===== src/rtl/bgc_pkg.sv =====
package bgc_pkg;
  typedef struct packed {
    logic tick;
    logic forceOff;
    logic fourChan;
    logic loAllow;
  } strobe_t;

  typedef enum logic [1:0] {
    LEG_DEAD = 2'd0,
    LEG_HI   = 2'd1,
    LEG_LO   = 2'd2
  } leg_state_e;
endpackage


===== src/rtl/bgc_ctrl.sv =====
module bgc_ctrl
  import bgc_pkg::*;
#(
  parameter int NUM_LEGS    = 4,
  parameter int SYNC_STAGES = 2
) (
  input  logic                clk,
  input  logic                rstN,
  input  logic                cfgClkSrc,
  input  logic                cfgChanMode,
  input  logic [NUM_LEGS-1:0] chanIn,
  input  logic                lowSideEn,
  input  logic                extClk,
  input  logic                mute,
  input  logic                faultShdn,
  output logic [NUM_LEGS-1:0] chanSync,
  output strobe_t             stb
);
  localparam int SYNC_W = NUM_LEGS + 4;

  logic [SYNC_W-1:0] syncRaw;
  logic [SYNC_W-1:0] syncOut;
  logic [SYNC_W-1:0] syncChain [SYNC_STAGES];

  assign syncRaw = {extClk, faultShdn, mute, lowSideEn, chanIn};

  genvar s;
  generate
    for (s = 0; s < SYNC_STAGES; s++) begin : g_sync
      always_ff @(posedge clk or negedge rstN) begin
        if (!rstN) syncChain[s] <= '0;
        else if (s == 0) syncChain[s] <= syncRaw;
        else syncChain[s] <= syncChain[(s == 0) ? 0 : s-1];
      end
    end
  endgenerate

  assign syncOut = syncChain[SYNC_STAGES-1];

  logic started;
  logic clkSrcReg;
  logic chanModeReg;
  logic extPrev;

  always_ff @(posedge clk or negedge rstN) begin
    if (!rstN) begin
      started     <= 1'b0;
      clkSrcReg   <= 1'b0;
      chanModeReg <= 1'b0;
    end else if (!started) begin
      started     <= 1'b1;
      clkSrcReg   <= cfgClkSrc;
      chanModeReg <= cfgChanMode;
    end
  end

  always_ff @(posedge clk or negedge rstN) begin
    if (!rstN) extPrev <= 1'b0;
    else extPrev <= syncOut[NUM_LEGS+3];
  end

  logic extRise;
  assign extRise = syncOut[NUM_LEGS+3] & ~extPrev;

  always_comb begin
    chanSync     = syncOut[NUM_LEGS-1:0];
    stb.tick     = clkSrcReg ? extRise : 1'b1;
    stb.forceOff = ~started | syncOut[NUM_LEGS+1] | syncOut[NUM_LEGS+2];
    stb.fourChan = chanModeReg;
    stb.loAllow  = chanModeReg ? syncOut[NUM_LEGS] : 1'b1;
  end


  mode_hold_chk: assert property (@(posedge clk) disable iff (!rstN)
    $past(started) |-> ($stable(chanModeReg) && $stable(clkSrcReg)));


  int_tick_chk: assert property (@(posedge clk) disable iff (!rstN)
    (started && !clkSrcReg) |-> stb.tick);
endmodule


===== src/rtl/bgc_legs.sv =====
module bgc_legs
  import bgc_pkg::*;
#(
  parameter int NUM_LEGS    = 4,
  parameter int DEAD_CYCLES = 4
) (
  input  logic                clk,
  input  logic                rstN,
  input  strobe_t             stb,
  input  logic [NUM_LEGS-1:0] chanSync,
  output logic [NUM_LEGS-1:0] hiGate,
  output logic [NUM_LEGS-1:0] loGate
);
  localparam int CNT_W = (DEAD_CYCLES < 2) ? 1 : $clog2(DEAD_CYCLES);
  localparam logic [CNT_W-1:0] CNT_LAST = CNT_W'(DEAD_CYCLES - 1);
  localparam int RUN_W = $clog2(DEAD_CYCLES + 1) + 1;

  logic [NUM_LEGS-1:0] target;

  always_comb begin
    for (int i = 0; i < NUM_LEGS; i++) begin
      if (stb.fourChan) target[i] = chanSync[i];
      else if (i % 2 == 0) target[i] = chanSync[i];
      else target[i] = ~chanSync[(i % 2 == 0) ? i : i-1];
    end
  end

  genvar g;
  generate
    for (g = 0; g < NUM_LEGS; g++) begin : g_leg
      leg_state_e      state;
      logic            pend;
      logic [CNT_W-1:0] cnt;
      logic [RUN_W-1:0] offRun;

      always_ff @(posedge clk or negedge rstN) begin
        if (!rstN) begin
          state <= LEG_DEAD;
          pend  <= 1'b0;
          cnt   <= '0;
        end else if (stb.forceOff) begin
          state <= LEG_DEAD;
          pend  <= target[g];
          cnt   <= '0;
        end else begin
          case (state)
            LEG_HI: if (!target[g]) begin
              state <= LEG_DEAD; pend <= 1'b0; cnt <= '0;
            end
            LEG_LO: if (target[g]) begin
              state <= LEG_DEAD; pend <= 1'b1; cnt <= '0;
            end
            default: begin
              if (target[g] != pend) begin
                pend <= target[g];
                cnt  <= '0;
              end else if (stb.tick) begin
                if (cnt == CNT_LAST) state <= pend ? LEG_HI : LEG_LO;
                else cnt <= cnt + 1'b1;
              end
            end
          endcase
        end
      end

      assign hiGate[g] = (state == LEG_HI) & ~stb.forceOff;
      assign loGate[g] = (state == LEG_LO) & ~stb.forceOff & stb.loAllow;

      always_ff @(posedge clk or negedge rstN) begin
        if (!rstN) offRun <= '0;
        else if (hiGate[g] | loGate[g]) offRun <= '0;
        else if (offRun < RUN_W'(DEAD_CYCLES)) offRun <= offRun + 1'b1;
      end


      no_shoot_chk: assert property (@(posedge clk) disable iff (!rstN)
        !(hiGate[g] && loGate[g]));


      hi_gap_chk: assert property (@(posedge clk) disable iff (!rstN)
        $rose(hiGate[g]) |-> (offRun >= RUN_W'(DEAD_CYCLES)));


      lo_gap_chk: assert property (@(posedge clk) disable iff (!rstN)
        ($rose(loGate[g]) && $past(state) != LEG_LO) |-> (offRun >= RUN_W'(DEAD_CYCLES)));
    end
  endgenerate


  lo_block_chk: assert property (@(posedge clk) disable iff (!rstN)
    (stb.fourChan && !stb.loAllow) |-> (loGate == '0));


  force_off_chk: assert property (@(posedge clk) disable iff (!rstN)
    stb.forceOff |-> (hiGate == '0 && loGate == '0));
endmodule


===== src/rtl/bridge_gate_ctrl.sv =====
module bridge_gate_ctrl
  import bgc_pkg::*;
#(
  parameter int DEAD_CYCLES = 4
) (
  input  logic       clk,
  input  logic       rstN,
  input  logic       cfgClkSrc,
  input  logic       cfgChanMode,
  input  logic [3:0] chanIn,
  input  logic       lowSideEn,
  input  logic       extClk,
  input  logic       mute,
  input  logic       faultShdn,
  output logic [3:0] hiGate,
  output logic [3:0] loGate
);
  localparam int NUM_LEGS = 4;

  strobe_t             stb;
  logic [NUM_LEGS-1:0] chanSync;

  bgc_ctrl #(.NUM_LEGS(NUM_LEGS), .SYNC_STAGES(2)) u_ctrl (
    .clk(clk), .rstN(rstN), .cfgClkSrc(cfgClkSrc), .cfgChanMode(cfgChanMode),
    .chanIn(chanIn), .lowSideEn(lowSideEn), .extClk(extClk), .mute(mute),
    .faultShdn(faultShdn), .chanSync(chanSync), .stb(stb)
  );

  bgc_legs #(.NUM_LEGS(NUM_LEGS), .DEAD_CYCLES(DEAD_CYCLES)) u_legs (
    .clk(clk), .rstN(rstN), .stb(stb), .chanSync(chanSync),
    .hiGate(hiGate), .loGate(loGate)
  );
endmodule


===== config.mk =====
export PLATFORM = sky130hd
export DESIGN_NAME = bridge_gate_ctrl
export DESIGN_NICKNAME = d
export VERILOG_FILES = /design/src/rtl/bgc_pkg.sv /design/src/rtl/bgc_ctrl.sv /design/src/rtl/bgc_legs.sv /design/src/rtl/bridge_gate_ctrl.sv
export SDC_FILE = /design/constraint.sdc
export NUM_CORES = 1
export LEC_CHECK = 0
export ABC_AREA = 1
export BUFFER_PORTS_ARGS = -buffer_cell sky130_fd_sc_hd__clkbuf_2
export CORE_MARGIN = 3
export CORE_UTILIZATION = 59
export DETAILED_ROUTE_END_ITERATION = 8
export PLACE_DENSITY_LB_ADDON = 0.12
export SLEW_MARGIN = 20
export SYNTH_ARGS = -nofsm -noshare
export SYNTH_HDL_FRONTEND = slang
export SYNTH_SLANG_ARGS = --single-unit
export TNS_END_PERCENT = 1

===== constraint.sdc =====
create_clock -name clk -period 1.6 [get_ports clk]
set_input_delay 0.16 -clock clk [delete_from_list [all_inputs] [get_ports clk]]
set_output_delay 0.16 -clock clk [all_outputs]
set_load 0.005 [all_outputs]

* Word-level counts from Yosys, hierarchy flattened
Cells that the tools add are included.
** Word-level totals
- Register bits :: 40
- Bits of input ports :: 12
- Output and inout bits :: 8
- Word-level logic and storage cells :: 178
** Operators by class
- $add $sub $neg :: 4
- Equality and inequality tests :: 32
- Multiplexer cells :: 76
- Bitwise operators :: 20
- Reductions and logical operators :: 28
** Operators by type and width (count)
- two-way mux 2 bit :: 44
- nonzero test 4 bit :: 12
- case mux 2 bit (2 select lines) :: 8
- two-way mux 1 bit :: 20
- inequality test 5 x 3 -> 1 bit, second input constant :: 4
- AND reduction 5 bit :: 4
- nonzero test 5 bit :: 4
- inequality test 3 x 2 -> 1 bit, second input constant :: 6
- == test 2 bit, second input constant :: 8
- inequality test 4 x 3 -> 1 bit, second input constant :: 4
- AND reduction 4 bit :: 4
- AND 1 bit :: 13
- AND reduction 3 bit :: 4
- adder 2 x 1 -> 2 bit, second input constant :: 4
- == test 2 x 1 -> 1 bit, second input constant :: 4
- case mux 1 bit (2 select lines) :: 4
- inequality test 3 x 1 -> 1 bit, second input constant :: 2
- NOT 1 bit :: 5
- inequality test 1 bit :: 4
- bitwise OR 1 bit :: 2

* Depth between registers and ports, before layout
Gate-level depths: netlist of run 1.
- Depth after elaboration :: 7
- Mapped depth :: 10
- Mapped depth without buffers :: 10

* Modules after synthesis
Synthesis of run 1 repeated with hierarchy kept, for this count alone.
** Unflattened totals
- Cells, all modules :: 282
- Area total of the unflattened synthesis :: 2142.1 um^2
** By module, submodules not included
- bgc_legs :: instances 1, cells an instance 241, area each 1542.7 um^2, seq. area each 500.5 um^2
- bgc_ctrl :: instances 1, cells an instance 41, area each 599.3 um^2, seq. area each 500.5 um^2

* Worst setup path before layout of run 1
No wires, ideal clock.
- Path kind :: register to register
- From :: register u_legs.g_leg[2].state[0]
- To :: register u_legs.g_leg[2].cnt[0]
- Setup time :: 118 ps
- Arrival time :: 1354 ps
- Required time :: 1482 ps
- Setup slack :: 129 ps
- Cell stages (with the launch flop) :: 10
- Path buffers :: 0
- Period minus slack after synthesis :: 1471 ps
- Path through :: dfrtp_1 inv_1 ha_1 or2_2 nor2_1 nand2_1 nor2_1 nor2_1 nand3_1 nand2_1
** On the way
- Cells in the longest elaborated chain, start to end :: 3
- Elaborated cells on any way between the ends :: 9
- Classes of those cells :: eq/ne: 5; mux: 2; reduce/logical: 2
** Ends and longest elaborated chain
- from (decl) :: line bgc_legs.sv:31 : leg_state_e state;
- from (signal assigned) :: line bgc_legs.sv:58 : if (cnt == CNT_LAST) state <= pend ? LEG_HI : LEG_LO;
- == test 2 bit / == test 2 x 1 -> 1 bit (equally long branches) :: line bgc_legs.sv:46 : case (state)
- inequality test 5 x 3 -> 1 bit (no line) (tied with other cells)
- AND reduction 4 bit (no line) / two-way mux 2 bit (equally long branches)
- to (signal assigned) :: line bgc_legs.sv:59 : else cnt <= cnt + 1'b1;
- to (decl) :: line bgc_legs.sv:33 : logic [CNT_W-1:0] cnt;
Several ways; a longest one is shown, not always the timed one.
A chain may end at the register's enable or synchronous reset.

* Final worst setup path of run 1
- From :: register u_ctrl.syncChain (netlist bit u_ctrl.syncOut[5])
- To :: output loGate[2]
** On the way
- Cells in the longest elaborated chain, start to end :: 5
** Ends and longest elaborated chain
- from (decl) :: line bgc_ctrl.sv:23 : logic [SYNC_W-1:0] syncChain [SYNC_STAGES];
- from (signal, indexed assignment) :: line bgc_ctrl.sv:32 : else if (s == 0) syncChain[s] <= syncRaw;
- from (signal, indexed assignment) :: line bgc_ctrl.sv:33 : else syncChain[s] <= syncChain[(s == 0) ? 0 : s-1];
- bitwise OR 1 bit (2 in series) :: line bgc_ctrl.sv:68 : stb.forceOff = ~started | syncOut[NUM_LEGS+1] | syncOut[NUM_LEGS+2];
- NOT 1 bit :: line bgc_legs.sv:67 : assign loGate[g] = (state == LEG_LO) & ~stb.forceOff & stb.loAllow;
- AND 1 bit (2 in series) :: line bgc_legs.sv:67
- to (decl) :: line bridge_gate_ctrl.sv:16 : output logic [3:0] loGate
Every way passes these cells.

==> run summary, run 1 <==
Status -> finished clean
Clock root cell -> clkbuf_8
Area leader, netlist -> dfrtp_1
Starting Density -> 62.6%
Syn Inst Count -> 314
Total gr overflow -> 0
Crit path capture type -> output pin
Worst r2r dst -> u_legs.g_leg[1].cnt[0]
Clk slew on worst S/H paths -> 0.07 ns
CTS tree -> built
Die ar. -> 4760 µm²
Placed Instances -> 389
Largest net degree at the start of global routing -> 41
Clk buf depth -> 2
Final Max Slew Viols -> 0
Area Growth Syn to Fin -> 25.2%
CTS Buf Count -> 5
Core area -> 3740 µm²
Max H-tree Level -> 2
Total global-route track usage -> 22.5%
Final Cycle Share -> 95.9%
Peak Freq -> 652 MHz
Final hold viol count -> 0
Top cells by area, synth -> dfrtp_1 (43%), nand2_1 (17%), nand3_1 (7.1%), ha_1 (6.4%), nor2_1 (5.9%)
Yosys top cell area share -> 42.7%
First-pass GRT wire length -> 8.85 mm
Cell Area, Synth -> 2340 µm²
Peak supply drop -> 661 µV
Routability Congestion -> 0.888
Antenna violations before repair -> 0
Worst Setup SP -> u_ctrl.syncOut[5]
PD cells -> 834 nW/µm²
CP Launch Type -> flop
Max FO, Critical Path -> 4
DRT iter0 DRCs -> 164
# rows -> 22
Yosys warning total -> 0
Avg WL per Cell -> 12.6 µm
Die X -> 69.0 µm
Routed WL -> 5.24 mm
Antenna Cells -> 0
Num ports -> 20
Yosys cell types -> 28
Final min period -> 1.53 ns
Drt pass-1 iters -> 4
Clk sinks -> 40
Synth Net Count -> 338
Crit path DAT -> 1.37 ns
IO Port Bufs -> 19
Post-detailed-route count of antenna-violating nets -> 0
Vias/cell -> 5.08
Worst-skew pair later-pin latency -> 0.29 ns
FF-to-FF Start -> u_legs.g_leg[1].state[0]
Hold Crit Depth -> 2
Worst Skew -> 0.00795 ns
Die H -> 69.0 µm
Area post-placement -> 2550 µm²
Endpoints failing setup -> 0
Post-synthesis register bit count -> 40
HPWL Detailed -> 3.61 mm
Register area share after synthesis -> 42.7%
Worst r2r path cells -> 7
Crit Path Class -> flop to output pin
R2R Setup Slk -> 0.08 ns
Post-Layout Inst Area -> 2930 µm²
P_leak -> 1.53 nW
RSZ-0062 raised after global routing -> yes
Critical Path RT -> 1.44 ns
Share of layout cells above drive strength 1 -> 26.1%
Via Count -> 2,113
Fillers -> 267
Syn Area/Cell -> 7.46 µm²
Setup crit end -> loGate[2]
Worst hold path class -> input pin to flop
Max Cap Viol -> 0
Vias in the first global route -> 2,077
DRC -> 0
Nets -> 391
Final std cells w/o fill -> 416
[kinds of logic (layout without fill, tap and decap cells)]
family                     after synthesis  in the layout  synth area share (%)
and+or+nand+nor                        207            208                  39.2
DFF                                     40             40                  42.7
buffers and inverters                   38             91                  6.89
AOI/OAI and AO/OA                       13             13                  3.04
adders and majority gates               12             12                  6.41
xor gates and xnor gates                 2              2                  1.07
other                                    1              1                 0.160
muxes                                    1              1                 0.481
[registers in the layout, summed over array words and instances, names as in the netlist]
signal and count:
u_legs.g_leg.pend 4, u_ctrl.chanModeReg 1, u_ctrl.syncChain 8, u_ctrl.syncOut 8
u_legs.g_leg.cnt 8, u_legs.g_leg.state 8, u_ctrl.started 1, u_ctrl.extPrev 1
u_ctrl.clkSrcReg 1
[metal layers]
layer  track usage [%]  wire length [µm]  part of all wire [%]  up-vias
li1                  -                 -                     -     1089
met4              7.16                72                   1.4        0
met1              30.0              2490                    48      976
met5                 0                 0                     0        -
met2              36.9              2520                    48       41
met3              4.52               159                   3.0        7
[cells in the final DEF, fill, tap and decap left out, drive strengths merged]
cell type | netlist | final
nor3 | 5 | 5
nand4 | 5 | 5
buf | 3 | 21
bufinv | 0 | 1
a21oi | 1 | 1
dlygate4sd3 | 0 | 9
clkinv | 0 | 1
or2 | 2 | 2
nand3 | 36 | 37
o21ai | 11 | 11
nand2 | 118 | 118
mux2 | 1 | 1
a21boi | 1 | 1
inv | 35 | 35
clkbuf | 0 | 24
conb | 1 | 1
xnor2 | 2 | 2
nor2 | 41 | 41
ha | 12 | 12
dfrtp | 40 | 40
[Yosys cell counts]
library cell and n:
a21oi_1 1, nand2_4 1, xnor2_1 1, buf_2 1, o21ai_1 2, o21ai_0 8, dfrtp_1 40, conb_1 1
buf_6 2, nor2_1 37, or2_2 2, nand3_2 2, nand4_1 5, o21ai_2 1, nand3_4 1, xnor2_2 1
a21boi_1 1, nand2_1 106, nand2_2 11, inv_4 1, ha_1 12, nor2_2 3, inv_2 3, nor2_4 1
inv_1 31, nand3_1 33, nor3_1 5, mux2_2 1
[power breakdown]
part	total (mW)	switching (mW)	internal [mW]
logic	0.488	0.293	0.195
clock network	0.817	0.354	0.463
registers	1.14	0.0649	1.08
[cell type report]
type / instances / area, µm² / area share [%]
multi-input cells: 237 / 1280 / 43.6
flip-flops and latches: 40 / 1000 / 34.1
repair buffers: 48 / 352 / 12.0
inverters: 35 / 134 / 4.57
clock buffers: 6 / 72.6 / 2.48
well taps: 48 / 60.1 / 2.05
clock inverters: 2 / 35.0 / 1.20
[how the worst min path moves through the flow]
stage / from / to / slack [ns]
after global routing: cfgClkSrc / u_ctrl.clkSrcReg / 0.10
final: cfgClkSrc / u_ctrl.clkSrcReg / 0.11
after global placement: rstN / u_legs.g_leg[3].state[0] / 0.24
after detailed placement: rstN / u_legs.g_leg[3].state[1] / 0.25
after CTS: cfgClkSrc / u_ctrl.clkSrcReg / 0.11
after floorplan: rstN / u_ctrl.chanModeReg / -0.14
[through the flow]
stage           TNS, ns  utilization, %  worst slack [ns]  hold slack, ns  power [mW]
2_1_floorplan         0               -             0.129          -0.136        1.43
3_3_place_gp          0            68.2            0.0748           0.242        1.56
3_5_place_dp   -0.00677            68.2          -0.00656           0.246        1.57
4_1_cts               0            74.3            0.0185           0.108        2.41
5_1_grt          -0.201            78.3           -0.0408           0.104        2.57
6_report              0            78.3            0.0655           0.106        2.45
[critical path: stages (launching register included)]
cell and delay (ns):
dfrtp_1 0.40, inv_4 0.10, nand2_4 0.05, nor2_4 0.11, buf_4 0.13, nand2_2 0.06
nor2_2 0.11, clkbuf_2 0.11
[timing repair]
item,CTS,global route
setup buffers,4,5
hold buffers,9,0
setup endpoints to repair,6,24
gates cloned,0,1
pin swaps,1,7
endpoints found under the hold margin,48,0
gates resized for setup,1,28
Note: power is estimated with default switching activity, not from simulation.
==> run 2, diff against run 1 <==
--- a/config.mk
+++ b/config.mk
@@ -8,8 +8,9 @@
 export ABC_AREA = 1
 export BUFFER_PORTS_ARGS = -buffer_cell sky130_fd_sc_hd__clkbuf_2
 export CORE_MARGIN = 3
-export CORE_UTILIZATION = 59
+export CORE_UTILIZATION = 57
 export DETAILED_ROUTE_END_ITERATION = 8
+export MAX_ROUTING_LAYER = met4
 export PLACE_DENSITY_LB_ADDON = 0.12
 export SLEW_MARGIN = 20
 export SYNTH_ARGS = -nofsm -noshare
==> run summary, run 2 (same netlist as run 1, synthesis figures left out) <==
Top Family by Delay on Critical Path -> simple AND/OR/NAND/NOR gates
Worst-skew pair later-pin latency -> 0.29 ns
Worst hold path class -> input pin to flop
Max H-tree Level -> 2
Commonest non-fill, non-tap cells in the layout -> nand2_1 (102), dfrtp_1 (39), inv_1 (31), nand3_1 (31), nor2_1 (30)
Crit path cell chain -> inv_2 -> nand3_4 -> nor2_1 -> clkbuf_2
Starting Density -> 61.7%
RSZ-0062 raised after global routing -> yes
P_leak -> 1.48 nW
IO Port Bufs -> 19
CTS tree -> built
CTS Buf Count -> 5
Clk sinks -> 40
Antenna violations before repair -> 0
Final Cycle Share -> 96.8%
Crit Path Class -> flop to output pin
Clk slew on worst S/H paths -> 0.08 ns
Crit path DAT -> 1.39 ns
Core area -> 3800 µm²
Post-detailed-route count of antenna-violating nets -> 0
Commonest non-fill, non-tap cell in the layout -> nand2_1
Die H -> 70.1 µm
Final hold viol count -> 0
HPWL Detailed -> 3.47 mm
Peak supply drop -> 683 µV
Avg WL per Cell -> 12.0 µm
Antenna Cells -> 0
Critical Path RT -> 1.44 ns
Share of layout cells above drive strength 1 -> 23.2%
Area Growth Syn to Fin -> 19.9%
Peak Freq -> 646 MHz
Fin util -> 73.9%
Endpoints failing setup -> 0
Max FO, Critical Path -> 16
Final Max Slew Viols -> 0
Vias/cell -> 5.17
Largest net degree at the start of global routing -> 41
Worst path max stage delay -> 0.42 ns
Post-Place Worst Slack -> -0.00211 ns
Die X -> 70.1 µm
PD cells -> 801 nW/µm²
Routability Congestion -> 0.868
Via Count -> 2,098
DRT iter0 DRCs -> 127
Vias in the first global route -> 1,974
Slew margin rel. -> 66.4%
DRC -> 0
Clock root cell -> clkbuf_8
Worst Tran Pin Value -> 0.504 ns
Die ar. -> 4910 µm²
First-pass GRT wire length -> 8.30 mm
Num ports -> 20
Total global-route track usage -> 21.5%
Routed WL -> 4.86 mm
Crit path capture type -> output pin
CP Launch Type -> flop
Slowest CP cell -> dfrtp_1
Nets -> 381
Drt pass-1 iters -> 4
Total gr overflow -> 0
Buf+Inv Stages, Crit Path -> 2
Max Cap Viol -> 0
Final min period -> 1.55 ns
Clk buf depth -> 2
Status -> finished clean
Final setup margin -> 0.0514 ns
Worst Skew -> 0.00654 ns
# rows -> 22
[run 2: cell count changes in the layout (fill, tap and decap cells not counted), moves of 2 or more]
cell,delta
buf_4,-9
nor2_1,+2
nand2_2,-2
nor2_4,-2
nand3_1,+2
nand3_2,-3
[run 2: routing by layer]
metal / global-route usage (%) / share of wire, % / vias to the layer above
met5: - / 0 / -
met4: 5.96 / 1.1 / 0
met1: 26.4 / 45 / 971
met3: 5.04 / 4.8 / 6
met2: 35.6 / 49 / 47
li1: - / - / 1074
[run 2: final timing paths]
kind / cells past startpoint / from / slack [ns] / endpoint
setup / recovery: 4 / u_ctrl.syncOut[6] / 0.05 / hiGate[2]
hold / removal: 2 / cfgClkSrc / 0.11 / u_ctrl.clkSrcReg
setup reg to reg: 9 / u_legs.g_leg[0].state[0] / 0.09 / u_legs.g_leg[0].state[1]
hold reg to reg: 0 / u_ctrl.syncChain[10] / 0.35 / u_ctrl.syncOut[2]
max in group asynchronous: 3 / rstN / 0.77 / u_ctrl.started
min in group asynchronous: 3 / rstN / 0.46 / u_legs.g_leg[3].pend
[run 2: layout make-up]
type | instances | area, µm²
Multi-Input combinational cell | 236 | 1250
Sequential cell | 40 | 1000
Fill cell | 322 | 991
Timing Repair Buffer | 39 | 275
Inverter | 35 | 134
Clock buffer | 6 | 72.6
Tap cell | 48 | 60.1
Clock inverter | 2 | 16.3
[run 2: per-stage QoR]
step / power (mW) / TNS, ns / instances / cell area [µm²] / hold slack [ns]
3_5_place_dp: 1.56 / -0.00211 / 386 / 2530 / 0.246
5_1_grt: 2.39 / -0.281 / 406 / 2810 / 0.110
3_3_place_gp: 1.55 / 0 / 386 / 2530 / 0.246
4_1_cts: 2.24 / 0 / 403 / 2710 / 0.0906
2_1_floorplan: 1.43 / 0 / 314 / 2340 / -0.136
6_report: 2.25 / 0 / 406 / 2810 / 0.114
[run 2: where the power goes]
part	internal (mW)	total (mW)	switching, mW
clock	0.310	0.661	0.351
combinational	0.172	0.448	0.276
sequential	1.08	1.14	0.0650
[run 2: what timing repair did]
action                                  in CTS  in global routing
hold buffers                                 9                  0
resized for setup                            2                 24
endpoints found under the hold margin       48                  0
pin swaps                                    0                  5
buffers inserted                             0                  3
endpoints found under the setup margin       3                 15
==> run 3, diff against run 2 <==
--- a/config.mk
+++ b/config.mk
@@ -8,7 +8,7 @@
 export ABC_AREA = 1
 export BUFFER_PORTS_ARGS = -buffer_cell sky130_fd_sc_hd__clkbuf_2
 export CORE_MARGIN = 3
-export CORE_UTILIZATION = 57
+export CORE_UTILIZATION = 48
 export DETAILED_ROUTE_END_ITERATION = 8
 export MAX_ROUTING_LAYER = met4
 export PLACE_DENSITY_LB_ADDON = 0.12
==> run summary, run 3 (same netlist as run 1, synthesis figures left out) <==
Status -> finished clean
Commonest non-fill, non-tap cells in the layout -> nand2_1 (103), dfrtp_1 (39), nand3_1 (32), inv_1 (31), nor2_1 (30)
Final min period -> 1.54 ns
Fillers -> 396
# rows -> 24
Vias/cell -> 4.83
Die H -> 75.9 µm
Antenna Cells -> 0
DRT iter0 DRCs -> 80
Clk sinks -> 40
Area Growth Syn to Fin -> 24.0%
Top Family by Delay on Critical Path -> flip-flops
Die ar. -> 5750 µm²
Worst Skew -> 0.00981 ns
Starting Density -> 51.7%
Worst Setup SP -> u_ctrl.syncOut[6]
Critical Path RT -> 1.44 ns
Final hold viol count -> 0
Routability Congestion -> 0.870
Clk buf depth -> 2
Routed WL -> 4.98 mm
Final setup TNS -> 0 ns
Via Count -> 2,062
Total global-route track usage -> 19.3%
Post-detailed-route count of antenna-violating nets -> 0
Total gr overflow -> 0
Share of layout cells above drive strength 1 -> 22.9%
Nets -> 385
Drt pass-1 iters -> 4
Crit Path Class -> flop to output pin
CP Launch Type -> flop
Worst-skew pair later-pin latency -> 0.30 ns
RSZ-0062 raised after global routing -> yes
Multi-input combinational cell area -> 1250 µm²
Post-Layout Inst Area -> 2900 µm²
Crit path cell chain -> inv_2 -> nand3_4 -> buf_12 -> nor2_1 -> clkbuf_2
Clk slew on worst S/H paths -> 0.08 ns
HPWL Detailed -> 3.57 mm
Peak supply drop -> 743 µV
Max H-tree Level -> 2
CTS tree -> built
PD cells -> 858 nW/µm²
Final Max Slew Viols -> 0
Min-delay src -> cfgClkSrc
Crit path capture type -> output pin
Register area -> 1000 µm²
Worst hold path class -> input pin to flop
Max Cap Viol -> 0
Vias in the first global route -> 1,868
Worst path max stage delay -> 0.46 ns
Fin Hold WS -> 0.0996 ns
Avg WL per Cell -> 11.7 µm
Num ports -> 20
First-pass GRT wire length -> 8.05 mm
DRC -> 0
Final Cycle Share -> 96.2%
Area post-placement -> 2580 µm²
Buf+Inv Stages, Crit Path -> 3
Largest net degree at the start of global routing -> 27
P_leak -> 1.52 nW
Die X -> 75.9 µm
Slowest CP cell -> dfrtp_1
FF-to-FF Start -> u_ctrl.syncOut[5]
CTS Buf Count -> 5
Crit path DAT -> 1.38 ns
Final setup margin -> 0.0606 ns
Clock root cell -> clkbuf_8
Core area -> 4530 µm²
Max FO, Critical Path -> 12
Endpoints failing setup -> 0
Antenna violations before repair -> 0
Post-Place Worst Slack -> -0.00163 ns
Commonest non-fill, non-tap cell in the layout -> nand2_1
Peak Freq -> 650 MHz
IO Port Bufs -> 19
run 3: cell types whose count changed in the layout (fill, tap and decap cells not counted), moves of 2 or more:
cell    previous run  this run
ha_2               3         0
buf_4              9        11
buf_12             0         2
ha_1               9        11
run 3: layout make-up:
class	count	area share (%)
multi-input cells	237	42.9
well taps	65	2.80
inverters	35	4.61
clock inverters	2	1.34
flip-flops and latches	40	34.5
repair buffers	42	11.0
clock buffers	6	2.84
run 3: final timing paths:
| path | to | slack [ns] | depth (start not counted) |
|---|---|---|---|
| setup reg to reg | u_legs.g_leg[3].state[0] | 0.10 | 9 |
| setup / recovery | hiGate[0] | 0.06 | 5 |
| min in group asynchronous | u_legs.g_leg[0].state[0] | 0.32 | 2 |
| hold reg to reg | u_ctrl.syncOut[5] | 0.36 | 0 |
| max in group asynchronous | u_ctrl.syncChain[12] | 0.78 | 3 |
| hold / removal | u_ctrl.clkSrcReg | 0.1 | 2 |
run 3: power by group:
part	total, mW	switching, mW	internal (mW)	leakage, nW
registers	1.14	0.0628	1.08	0.500
clock network	0.890	0.380	0.510	0.0614
logic	0.463	0.277	0.186	0.960
total	2.49	0.719	1.77	1.52
run 3: routing by layer:
metal,wire [µm],vias to the layer above,track usage [%]
li1,-,1082,-
met1,2400,914,25.1
met2,2210,55,28.4
met3,276,11,4.75
met4,92,0,8.16
met5,0,-,-
run 3: repair_timing:
action / 4_1_cts / 5_1_grt
setup buffers: 3 / 1
pin swaps: 2 / 4
gates resized for setup: 4 / 15
cloned: 1 / 0
setup endpoints to repair: 7 / 24
hold buffers: 9 / 0
hold endpoints to repair: 22 / 0
run 3: stage by stage:
stage | util, % | std cells | power (mW)
after floorplan | - | 314 | 1.43
after global placement | 56.9 | 405 | 1.56
after detailed placement | 56.9 | 405 | 1.57
after CTS | 62.7 | 426 | 2.48
after global routing | 64.0 | 427 | 2.62
final | 64.0 | 427 | 2.49
